--- src/rtl/mcpwm_pkg.sv ---
package mcpwm_pkg;
   typedef enum logic {DIR_UP = 1'b0, DIR_DOWN = 1'b1} cnt_dir_t;
endpackage

--- src/rtl/mcpwm_cnt.sv ---
module mcpwm_cnt #(
   parameter int CW = 12
) (
   input  logic          clk,
   input  logic          rst_n,
   input  logic          enable,
   input  logic          center_mode,
   input  logic [CW-1:0] reload,
   input  logic          trig_en,
   output logic [CW-1:0] cnt,
   output logic          adc_trig
);
   import mcpwm_pkg::*;

   cnt_dir_t dir;
   logic     period_end;

   always_comb begin
      if (!enable)          period_end = 1'b0;
      else if (center_mode) period_end = (dir == DIR_DOWN) && (cnt == '0);
      else                  period_end = (cnt >= reload);
   end

   always_ff @(posedge clk) begin
      if (!rst_n) begin
         cnt      <= '0;
         dir      <= DIR_UP;
         adc_trig <= 1'b0;
      end else begin
         adc_trig <= trig_en & period_end;
         if (!enable) begin
            cnt <= '0;
            dir <= DIR_UP;
         end else if (!center_mode) begin
            dir <= DIR_UP;
            cnt <= (cnt >= reload) ? '0 : cnt + 1'b1;
         end else if (dir == DIR_UP) begin
            if (cnt >= reload) begin
               dir <= DIR_DOWN;
               cnt <= (cnt == '0) ? '0 : cnt - 1'b1;
            end else begin
               cnt <= cnt + 1'b1;
            end
         end else begin
            if (cnt == '0) begin
               dir <= DIR_UP;
               cnt <= (reload != '0) ? CW'(1) : '0;
            end else begin
               cnt <= cnt - 1'b1;
            end
         end
      end
   end


   edge_step_chk: assert property (@(posedge clk) disable iff (!rst_n)
      (enable && !center_mode) |=> (cnt == '0 || cnt == CW'($past(cnt) + 1'b1)));


   trig_pulse_chk: assert property (@(posedge clk) disable iff (!rst_n)
      (adc_trig && reload != '0) |=> !adc_trig);
endmodule

--- src/rtl/mcpwm_pair.sv ---
module mcpwm_pair #(
   parameter int CW  = 12,
   parameter int DBW = 8
) (
   input  logic           clk,
   input  logic           rst_n,
   input  logic [CW-1:0]  cnt,
   input  logic [CW-1:0]  duty_hi,
   input  logic [CW-1:0]  duty_lo,
   input  logic [DBW-1:0] deadband,
   input  logic           pol,
   input  logic           indep,
   input  logic           run,
   input  logic           force_hi,
   input  logic           force_lo,
   input  logic           off_hi,
   input  logic           off_lo,
   output logic           out_hi,
   output logic           out_lo
);
   logic           mod_hi_n, mod_lo_n;
   logic           mod_hi_q, mod_lo_q;
   logic [DBW-1:0] dcnt;
   logic           db_done, on_hi, on_lo;

   assign mod_hi_n = (cnt < duty_hi) ^ pol;
   assign mod_lo_n = (cnt < duty_lo) ^ pol;

   always_ff @(posedge clk) begin
      if (!rst_n) begin
         mod_hi_q <= 1'b0;
         mod_lo_q <= 1'b0;
         dcnt     <= '0;
      end else begin
         mod_hi_q <= mod_hi_n;
         mod_lo_q <= mod_lo_n;
         if (mod_hi_n != mod_hi_q)  dcnt <= '0;
         else if (dcnt < deadband)  dcnt <= dcnt + 1'b1;
      end
   end

   always_comb begin
      db_done = (dcnt >= deadband);
      on_hi   = indep ? mod_hi_q : (mod_hi_q & db_done);
      on_lo   = indep ? mod_lo_q : (~mod_hi_q & db_done);
      out_hi  = (on_hi & run & ~force_hi) ? ~off_hi : off_hi;
      out_lo  = (on_lo & run & ~force_lo) ? ~off_lo : off_lo;
   end


   dead_gap_chk: assert property (@(posedge clk) disable iff (!rst_n)
      (!indep && deadband != '0 && ($rose(mod_hi_q) || $fell(mod_hi_q))) |-> (!on_hi && !on_lo));


   no_overlap_chk: assert property (@(posedge clk) disable iff (!rst_n)
      !indep |-> !((out_hi != off_hi) && (out_lo != off_lo)));
endmodule

--- src/rtl/mcpwm_fault.sv ---
module mcpwm_fault #(
   parameter int NF = 2
) (
   input  logic          clk,
   input  logic          rst_n,
   input  logic [NF-1:0] fault_in,
   input  logic [NF-1:0] fault_mask,
   input  logic [NF-1:0] fault_sw,
   input  logic          fault_clear,
   output logic [NF-1:0] flags,
   output logic          active
);
   logic [NF-1:0] eff;

   assign eff    = fault_in & ~fault_mask;
   assign active = |flags;

   for (genvar i = 0; i < NF; i++) begin : g_src
      always_ff @(posedge clk) begin
         if (!rst_n)                          flags[i] <= 1'b0;
         else if (eff[i])                     flags[i] <= 1'b1;
         else if (!fault_sw[i] || fault_clear) flags[i] <= 1'b0;
      end


      sw_hold_chk: assert property (@(posedge clk) disable iff (!rst_n)
         (flags[i] && fault_sw[i] && !fault_clear) |=> flags[i]);
   end


   masked_flag_chk: assert property (@(posedge clk) disable iff (!rst_n)
      ((flags & fault_mask) == '0) |=> ((flags & $past(fault_mask)) == '0));
endmodule

--- src/rtl/mcpwm_top.sv ---
module mcpwm_top #(
   parameter int NCH = 3,
   parameter int CW  = 12,
   parameter int DBW = 8,
   parameter int NF  = 2
) (
   input  logic               clk,
   input  logic               rst_n,
   input  logic               enable,
   input  logic               center_mode,
   input  logic               indep_mode,
   input  logic [CW-1:0]      reload,
   input  logic [NCH*CW-1:0]  duty_hi,
   input  logic [NCH*CW-1:0]  duty_lo,
   input  logic [DBW-1:0]     deadband,
   input  logic [NCH-1:0]     chan_pol,
   input  logic               off_lvl_hi,
   input  logic               off_lvl_lo,
   input  logic [NCH-1:0]     force_hi,
   input  logic [NCH-1:0]     force_lo,
   input  logic [NF-1:0]      fault_in,
   input  logic [NF-1:0]      fault_mask,
   input  logic [NF-1:0]      fault_sw,
   input  logic               fault_clear,
   input  logic               trig_en,
   output logic [NCH-1:0]     out_hi,
   output logic [NCH-1:0]     out_lo,
   output logic               adc_trig,
   output logic [NF-1:0]      fault_flags
);
   logic [CW-1:0] cnt;
   logic          fault_act;
   logic          run;

   initial begin
      assert (CW >= 2 && CW <= 16) else $error("counter width out of range");
      assert (DBW >= 1 && DBW <= CW) else $error("deadband width out of range");
      assert (NCH >= 1 && NF >= 1) else $error("channel and fault counts must be positive");
   end

   assign run = enable & ~fault_act;

   mcpwm_cnt #(.CW(CW)) cnt_i (
      .clk(clk), .rst_n(rst_n), .enable(enable), .center_mode(center_mode),
      .reload(reload), .trig_en(trig_en), .cnt(cnt), .adc_trig(adc_trig)
   );

   mcpwm_fault #(.NF(NF)) fault_i (
      .clk(clk), .rst_n(rst_n), .fault_in(fault_in), .fault_mask(fault_mask),
      .fault_sw(fault_sw), .fault_clear(fault_clear), .flags(fault_flags),
      .active(fault_act)
   );

   for (genvar c = 0; c < NCH; c++) begin : g_ch
      mcpwm_pair #(.CW(CW), .DBW(DBW)) pair_i (
         .clk(clk), .rst_n(rst_n), .cnt(cnt),
         .duty_hi(duty_hi[c*CW +: CW]), .duty_lo(duty_lo[c*CW +: CW]),
         .deadband(deadband), .pol(chan_pol[c]), .indep(indep_mode), .run(run),
         .force_hi(force_hi[c]), .force_lo(force_lo[c]),
         .off_hi(off_lvl_hi), .off_lo(off_lvl_lo),
         .out_hi(out_hi[c]), .out_lo(out_lo[c])
      );
   end


   fault_off_chk: assert property (@(posedge clk) disable iff (!rst_n)
      (|(fault_in & ~fault_mask)) |=> (out_hi == {NCH{off_lvl_hi}} && out_lo == {NCH{off_lvl_lo}}));


   idle_off_chk: assert property (@(posedge clk) disable iff (!rst_n)
      !enable |-> (out_hi == {NCH{off_lvl_hi}} && out_lo == {NCH{off_lvl_lo}}));
endmodule

--- config.mk ---
export PLATFORM = sky130hd
export DESIGN_NAME = mcpwm_top
export DESIGN_NICKNAME = d
export VERILOG_FILES = /design/src/rtl/mcpwm_pkg.sv /design/src/rtl/mcpwm_cnt.sv /design/src/rtl/mcpwm_pair.sv /design/src/rtl/mcpwm_fault.sv /design/src/rtl/mcpwm_top.sv
export SDC_FILE = /design/constraint.sdc
export NUM_CORES = 1
export LEC_CHECK = 0
export BUFFER_PORTS_ARGS = -buffer_cell sky130_fd_sc_hd__buf_4
export CAP_MARGIN = 0
export CORE_UTILIZATION = 25
export CTS_CLUSTER_SIZE = 28
export DETAILED_ROUTE_END_ITERATION = 16
export GPL_TIMING_DRIVEN = 0
export PLACE_DENSITY_LB_ADDON = 0.3
export SKIP_LAST_GASP = 1
export SYNTH_ARGS = -nofsm -noshare
export SYNTH_HDL_FRONTEND = slang
export SYNTH_SLANG_ARGS = --single-unit
--- constraint.sdc ---
create_clock -name clk -period 2.25 [get_ports clk]
set_input_delay 0.225 -clock clk [delete_from_list [all_inputs] [get_ports clk]]
set_output_delay 0.225 -clock clk [all_outputs]
set_load 0.005 [all_outputs]
==> impl_results.md, run 1 <==
* Post-synthesis mux area share at ~1.1%
* Commonest cells post-synth: 108 x ha_1, 95 x inv_1, 67 x a21oi_1
* Reg-to-Reg End: cnt_i.cnt[3]
* Simple-gate share of the synthesized area at about 22%
* Total power at between 0.002 and 0.0025 W
* GRT Total Usage at between 10% and 20%
* IO Pins at ~130
* FF+latch count, synth at 46
* Cts hold-fix bufs at 0
* Clk buf depth at 2
* CTS H-Tree Depth at 2
* Synthesized instance count at roughly 700
* Largest net degree at the start of global routing at 17
* Fin. Hold Viols at 0
* Reg-to-reg startpoint: cnt_i.cnt[9]
* Slew headroom at between 50% and 60%
* Inserted Diodes at 0
* Asr flop ratio synth at 0%
* Power density cells at just over 300 nW/um^2
* Clk_lat worst skew at approximately 0.3 ns
* Num rows at 52
* RD Place Congestion at 0.8224
* Final Cell Area at roughly 7400 sq um
* Avg Cell Area, Syn at between 7 and 8 sq um
* Dpl cell area at roughly 6500 sq um
* Via density at around 4.7
* Status: complete, but fails checks
* Inserted Clock Buffers at 5
* Top cell type's share of synthesized area at about 26%
* Crit share post-route at 112.4%
* Max Cap Viol at 0
* Kind of critical path: reg2out
* Largest cells by area after synthesis: ha_1 26%, dfxtp_1 17%, inv_1 6.7%
* CTS tree: built
* Hpwl dp at around 12 mm
* Final net count at ~1.1k
* Pleak at ~3.7 nW
* Minimum clock period at 2.529 ns
* Count leader, synth: ha_1
* R2R depth at 9
* CP Launch Type: flip-flop
* First-pass GRT wire length at 25.91 mm
* Combinational family with the most area after synthesis: adder cells
* Sequential element share of the synthesized area at around 17%
* PortBufs at ~120
* Reg2reg setup slack at 0.03 ns
* Routed Antenna Nets at 0
* Clock transition at path regs at about 0.070 ns
* Post-synth EDFFs at 0
* Beginning of the worst hold path: trig_en
* Routed WL per cell at between 10 and 15 um
* CP Data Required Time at a little over 2 ns
* Hold Crit Endpoint: cnt_i.adc_trig
* Xor/xnor share of the synthesized area at under 10%
* Vias in the first global route at 5025
* Area grow syn2layout at 39.21%
* Core area at 20490 sq um
* Chip Height at around 150 um
* Die width at between 100 and 150 um
* Hold-critical path depth at 2
* Worst slew pin tran at between 0.6 and 0.7 ns
* Compound-Gate Fraction of Synth Area at around 18%
* Mapped Area at about 5300 sq um
* Worst hold path class: in2reg
* Post-layout util at roughly 36%
* Setup crit end kind: output port
* Die ar. at 21720 sq um
* Synthesized-area fraction occupied by adder cells at about a quarter
* Fillers at 2185
* Yosys cell types at 60
* # clock sinks at between 40 and 50
* Synth area leader: ha_1
* Top_reg_cell synth: dfxtp_1
* Crit Path Max Fanout at 8
* Synth warn at 0
* Clock root cell: clkbuf_16
* Vias at ~5.3k
* Drt first pass iters at 4
* WP data arrival at roughly 2.3 ns
* Final setup fails at 6
* Worst Skew at 0.008992 ns
* Number of remaining DRC errors at 0
* Failing checks: negative setup slack
* Net count after synthesis at 905
* Worst VDD drop at between 200 and 300 uV
* Initial Utilization at around 26%
* Setup TNS at -1.275 ns
* Initial antenna violation count at 0
* Overall routed net length at around 16 mm
* RSZ-0062 raised after global routing: yes
* Peak Freq at 395.4 MHz
* Proportion of layout cells with a drive suffix above 1 at between 30 and 40%
* Max Slew Vio Count at 0
* Slack of the critical path at -0.2788 ns
* Number of DRC markers in iteration 0 at about 200
* Grt ovf at 0
## cell usage in the layout, fill, tap and decap left out, drive strengths merged, types with 2 or more instances in the layout
cell type,synthesis,final
nor4b,6,6
clkinvlp,0,2
ha,108,108
nand2,44,44
o21ai,23,23
nor3,17,17
xor2,11,11
mux2i,6,6
or3,8,8
o211ai,4,4
and3,8,8
a311oi,2,2
and2,6,6
nand2b,10,10
nor3b,7,7
a2111oi,3,3
clkbuf,8,11
inv,95,96
nor2b,9,9
or4,2,2
nand3,21,21
o221a,2,2
a21oi,67,67
or2,10,10
xnor2,28,28
o21bai,3,3
a211oi,9,9
a21boi,7,7
a211o,6,6
buf,10,174
o22ai,2,2
nor2,32,32
o21a,3,3
dfxtp,46,46
nand3b,5,5
nand4,17,17
a21o,8,8
o32ai,5,5
nor4,13,13
## worst max path at each step
| stage | from | to | slack, ns | cells past startpoint |
|---|---|---|---|---|
| 6_report | g_ch[0].pair_i.dcnt[6] | out_lo[0] | -0.28 | 9 |
| 5_1_grt | g_ch[0].pair_i.dcnt[1] | out_lo[0] | -0.39 | 9 |
| 4_1_cts | g_ch[0].pair_i.dcnt[1] | out_lo[0] | -0.35 | 10 |
| 3_5_place_dp | cnt_i.cnt[0] | cnt_i.cnt[3] | -0.81 | 10 |
| 2_1_floorplan | cnt_i.cnt[0] | cnt_i.cnt[3] | 0.008 | 10 |
| 3_3_place_gp | cnt_i.cnt[0] | cnt_i.cnt[3] | -0.82 | 10 |
## flip-flops by register name, summed over array words and instances (netlist names)
| signal | flops |
|---|---|
| g_ch.pair_i.mod_hi_q | 3 |
| cnt_i.dir | 1 |
| g_ch.pair_i.dcnt | 24 |
| cnt_i.adc_trig | 1 |
| fault_i.flags | 2 |
| cnt_i.cnt | 12 |
| g_ch.pair_i.mod_lo_q | 3 |
## kinds of logic after synthesis
kind of cell | after synthesis
mux | 6
buf+inv | 113
simple gates | 216
flops | 46
compound gates | 153
fa+ha+maj | 108
xor+xnor | 39
## through the flow
stage / std cells / setup WS [ns] / hold slack (ns)
floorplan: 681 / 0.007810 / 0.3534
global placement: 1073 / -0.8192 / 0.4897
detailed placement: 1073 / -0.8138 / 0.4882
CTS: 1100 / -0.3504 / 0.1676
global route: 1121 / -0.3859 / 0.1782
finish: 1121 / -0.2788 / 0.1700
## cell type report
type                       instances  area [sq um]  area share [%]
clock buffer                       5         125.1           1.701
sequential                        46         968.4           13.17
clock inverter                     3         23.77          0.3232
tap                              270         337.8           4.593
multi-input combinational        522          4179           56.81
buffer                            17         115.1           1.565
inverter                          95         361.6           4.916
timing repair buffer             163          1245           16.92
## repair_timing
action / 4_1_cts / 5_1_grt
pin swaps: 14 / 22
resized for setup: 57 / 44
endpoints found under the setup margin: 49 / 38
setup buffers: 19 / 24
## power breakdown
part	total [W]	internal, W	switching (W)
logic	0.000638	0.000346	0.000292
registers	0.000876	0.000836	0.0000402
clock network	0.000781	0.000417	0.000365
## layer usage
layer | part of all wire [%] | track usage (%) | up-vias
li1 | - | - | 2771
met1 | 50 | 20.95 | 2361
met2 | 44 | 23.66 | 131
met3 | 4.5 | 2.130 | 16
met4 | 1.8 | 4.278 | 0
met5 | 0 | 0 | -
## worst max-delay path: stages (launching register included)
cell	delay, ns
dfxtp_2	0.39
ha_4	0.22
a21oi_2	0.13
nand2_1	0.07
a21o_4	0.25
nor4_4	0.40
nor4_4	0.11
xor2_1	0.17
buf_4	0.13
buf_4	0.12
Note: power is estimated with default switching activity, not from simulation.
==> run 2, diff against run 1 <==
--- a/config.mk
+++ b/config.mk
@@ -7,7 +7,7 @@
 export LEC_CHECK = 0
 export BUFFER_PORTS_ARGS = -buffer_cell sky130_fd_sc_hd__buf_4
 export CAP_MARGIN = 0
-export CORE_UTILIZATION = 25
+export CORE_UTILIZATION = 40
 export CTS_CLUSTER_SIZE = 28
 export DETAILED_ROUTE_END_ITERATION = 16
 export GPL_TIMING_DRIVEN = 0
==> run 2 against run 1 <==
Maximum frequency increased by 11%. Clock power increased by 6.8%. Critical endpoint is now out_hi[2]. Non-clock buffer count decreased by 9. Critical path depth decreased by 1. First-iteration DRC count increased by 46%. The flow still finishes with violations (negative setup slack). Critical path type unchanged.
==> impl_results.md, run 2 (synthesis gave the netlist of run 1 again) <==
* WP data arrival at a little over 2 ns
* # clock sinks at 46
* Vias in the first global route at ~5k
* Vias at around 5.4k
* Hold-critical path depth at 2
* Cell count along the critical path at 8
* Pleak at approximately 3.7 nW
* Via density at 5.291
* Max Slew Vio Count at 0
* Worst hold path class: in2reg
* Hpwl dp at ~11 mm
* Buf+Inv Stages, Crit Path at 1
* PortBufs at 122
* CP Data Required Time at between 2 and 2.5 ns
* Slew headroom at between 50% and 60%
* Crit Path Max Fanout at 2
* Placed Cells incl. Taps at between 900 and 1k
* Drt first pass iters at 5
* Crit share post-route at 101.3%
* Clk_lat worst skew at ~0.29 ns
* Fin. Hold Viols at 0
* CTS H-Tree Depth at 2
* Minimum clock period at approximately 2.3 ns
* Slowest cell on crit path: dfxtp_2
* Slack of the critical path at -0.02939 ns
* Grt ovf at 0
* Num rows at 41
* Worst slew pin tran at around 0.7 ns
* Status: complete, but fails checks
* Power density cells at around 330 nW/um^2
* Worst VDD drop at slightly below 300 uV
* IO Pins at 125
* Die width at ~120 um
* Max reg flops at 24
* Routed Antenna Nets at 0
* Kind of critical path: reg2out
* Largest Register: g_ch.pair_i.dcnt
* CP Launch Type: flip-flop
* RSZ-0062 raised after global routing: yes
* Failing checks: negative setup slack
* Largest net degree at the start of global routing at 17
* Critical path's top delay family: simple AND/OR/NAND/NOR gates
* Area grow syn2layout at 38.41%
* Clock root cell: clkbuf_16
* Overall routed net length at approximately 15 mm
* CP Cell Sequence: ha_4 > nor2b_4 > o211ai_1 > a21oi_2 > nor4_4 > nor4b_2 > xor2_1 > buf_4
* Core area at 12770 sq um
* Largest registers: g_ch.pair_i.dcnt: 24 flops, cnt_i.cnt: 12 flops
* R2R depth at 10
* Setup crit end kind: output port
* Inserted Diodes at 0
* Most frequent cells in the layout: 159 x buf_4, 97 x ha_1, 94 x inv_1
* Setup TNS at -0.04319 ns
* First-pass GRT wire length at between 20 and 25 mm
* Chip Height at 116.9 um
* Initial Utilization at about two fifths
* Clock transition at path regs at about 0.060 ns
* Largest stage delay on the critical path at between 0.3 and 0.4 ns
* Number of DRC markers in iteration 0 at roughly 290
* Routed WL per cell at roughly 15 um
* Proportion of layout cells with a drive suffix above 1 at approximately a third
* CTS tree: built
* Max Cap Viol at 0
* Clk buf depth at 2
* Setup WS pre-CTS at -0.7255 ns
* GRT Total Usage at between 20% and 30%
* Inserted Clock Buffers at 5
* Initial antenna violation count at 0
* Die ar. at 13670 sq um
* Final setup fails at 4
* Worst Skew at approximately 0.0053 ns
* Number of remaining DRC errors at 0
* Final net count at 1065
* RD Place Congestion at between 0.8 and 0.9
* Post-route insts no fill at roughly 1k
* Peak Freq at about 440 MHz
* Fillers at approximately 1.1k
* Most common cell after layout, fill and taps aside: buf_4
[run 2: changes by cell type in the layout (fill, tap and decap cells not counted), moves of 3 or more]
cell / previous run / this run
ha_4: 2 / 11
ha_1: 105 / 97
dfxtp_1: 28 / 21
buf_4: 165 / 159
dfxtp_2: 8 / 12
buf_6: 5 / 2
dfxtp_4: 10 / 13
nor4b_2: 1 / 4
[run 2: layout make-up]
cell class	count	area [sq um]	share of cell area [%]
timing repair buffer	159	1206	16.49
inverter	95	364.1	4.979
clock inverter	1	30.03	0.4106
multi-input combinational	522	4295	58.73
tap	172	215.2	2.943
sequential	46	984.7	13.46
clock buffer	7	132.6	1.814
buffer	12	85.08	1.163
[run 2: metrics by stage]
step	power [W]	area (sq um)	hold WS (ns)	utilization, %
after global placement	0.001462	6416	0.4578	50.23
final	0.002397	7313	0.1644	57.25
after detailed placement	0.001470	6416	0.4605	50.23
after global routing	0.002530	7313	0.1690	57.25
after floorplan	0.001209	5285	0.3534	-
after CTS	0.002367	6927	0.1630	54.23
[run 2: worst paths after layout]
path                               start                     end  slack [ns]
hold reg to reg   g_ch[1].pair_i.dcnt[6]  g_ch[1].pair_i.dcnt[6]        0.49
setup reg to reg            cnt_i.cnt[0]            cnt_i.cnt[2]       -0.01
hold / removal                   trig_en          cnt_i.adc_trig        0.16
setup / recovery  g_ch[2].pair_i.dcnt[1]               out_hi[2]       -0.03
[run 2: repair_timing]
item,in CTS,in global routing
pin swaps,27,38
endpoints found under the setup margin,44,41
gates resized for setup,62,60
setup buffers,19,18
hold buffers,0,0
[run 2: power by group]
group	total [W]	switching [W]	internal [W]
combinational	0.000690	0.000314	0.000376
sequential	0.000873	0.0000357	0.000837
clock	0.000834	0.000308	0.000526
total	0.00240	0.000658	0.00174
[run 2: layer usage]
metal  routed length, um  vias to the layer above  global-route usage (%)  share of wire [%]
li1                    -                     2749                       -                  -
met1                7368                     2406                   29.92                 48
met2                6608                      185                   35.31                 43
met3                 912                       25                   3.244                6.0
met4                 329                        0                   6.245                2.2
met5                   0                        -                       0                  0
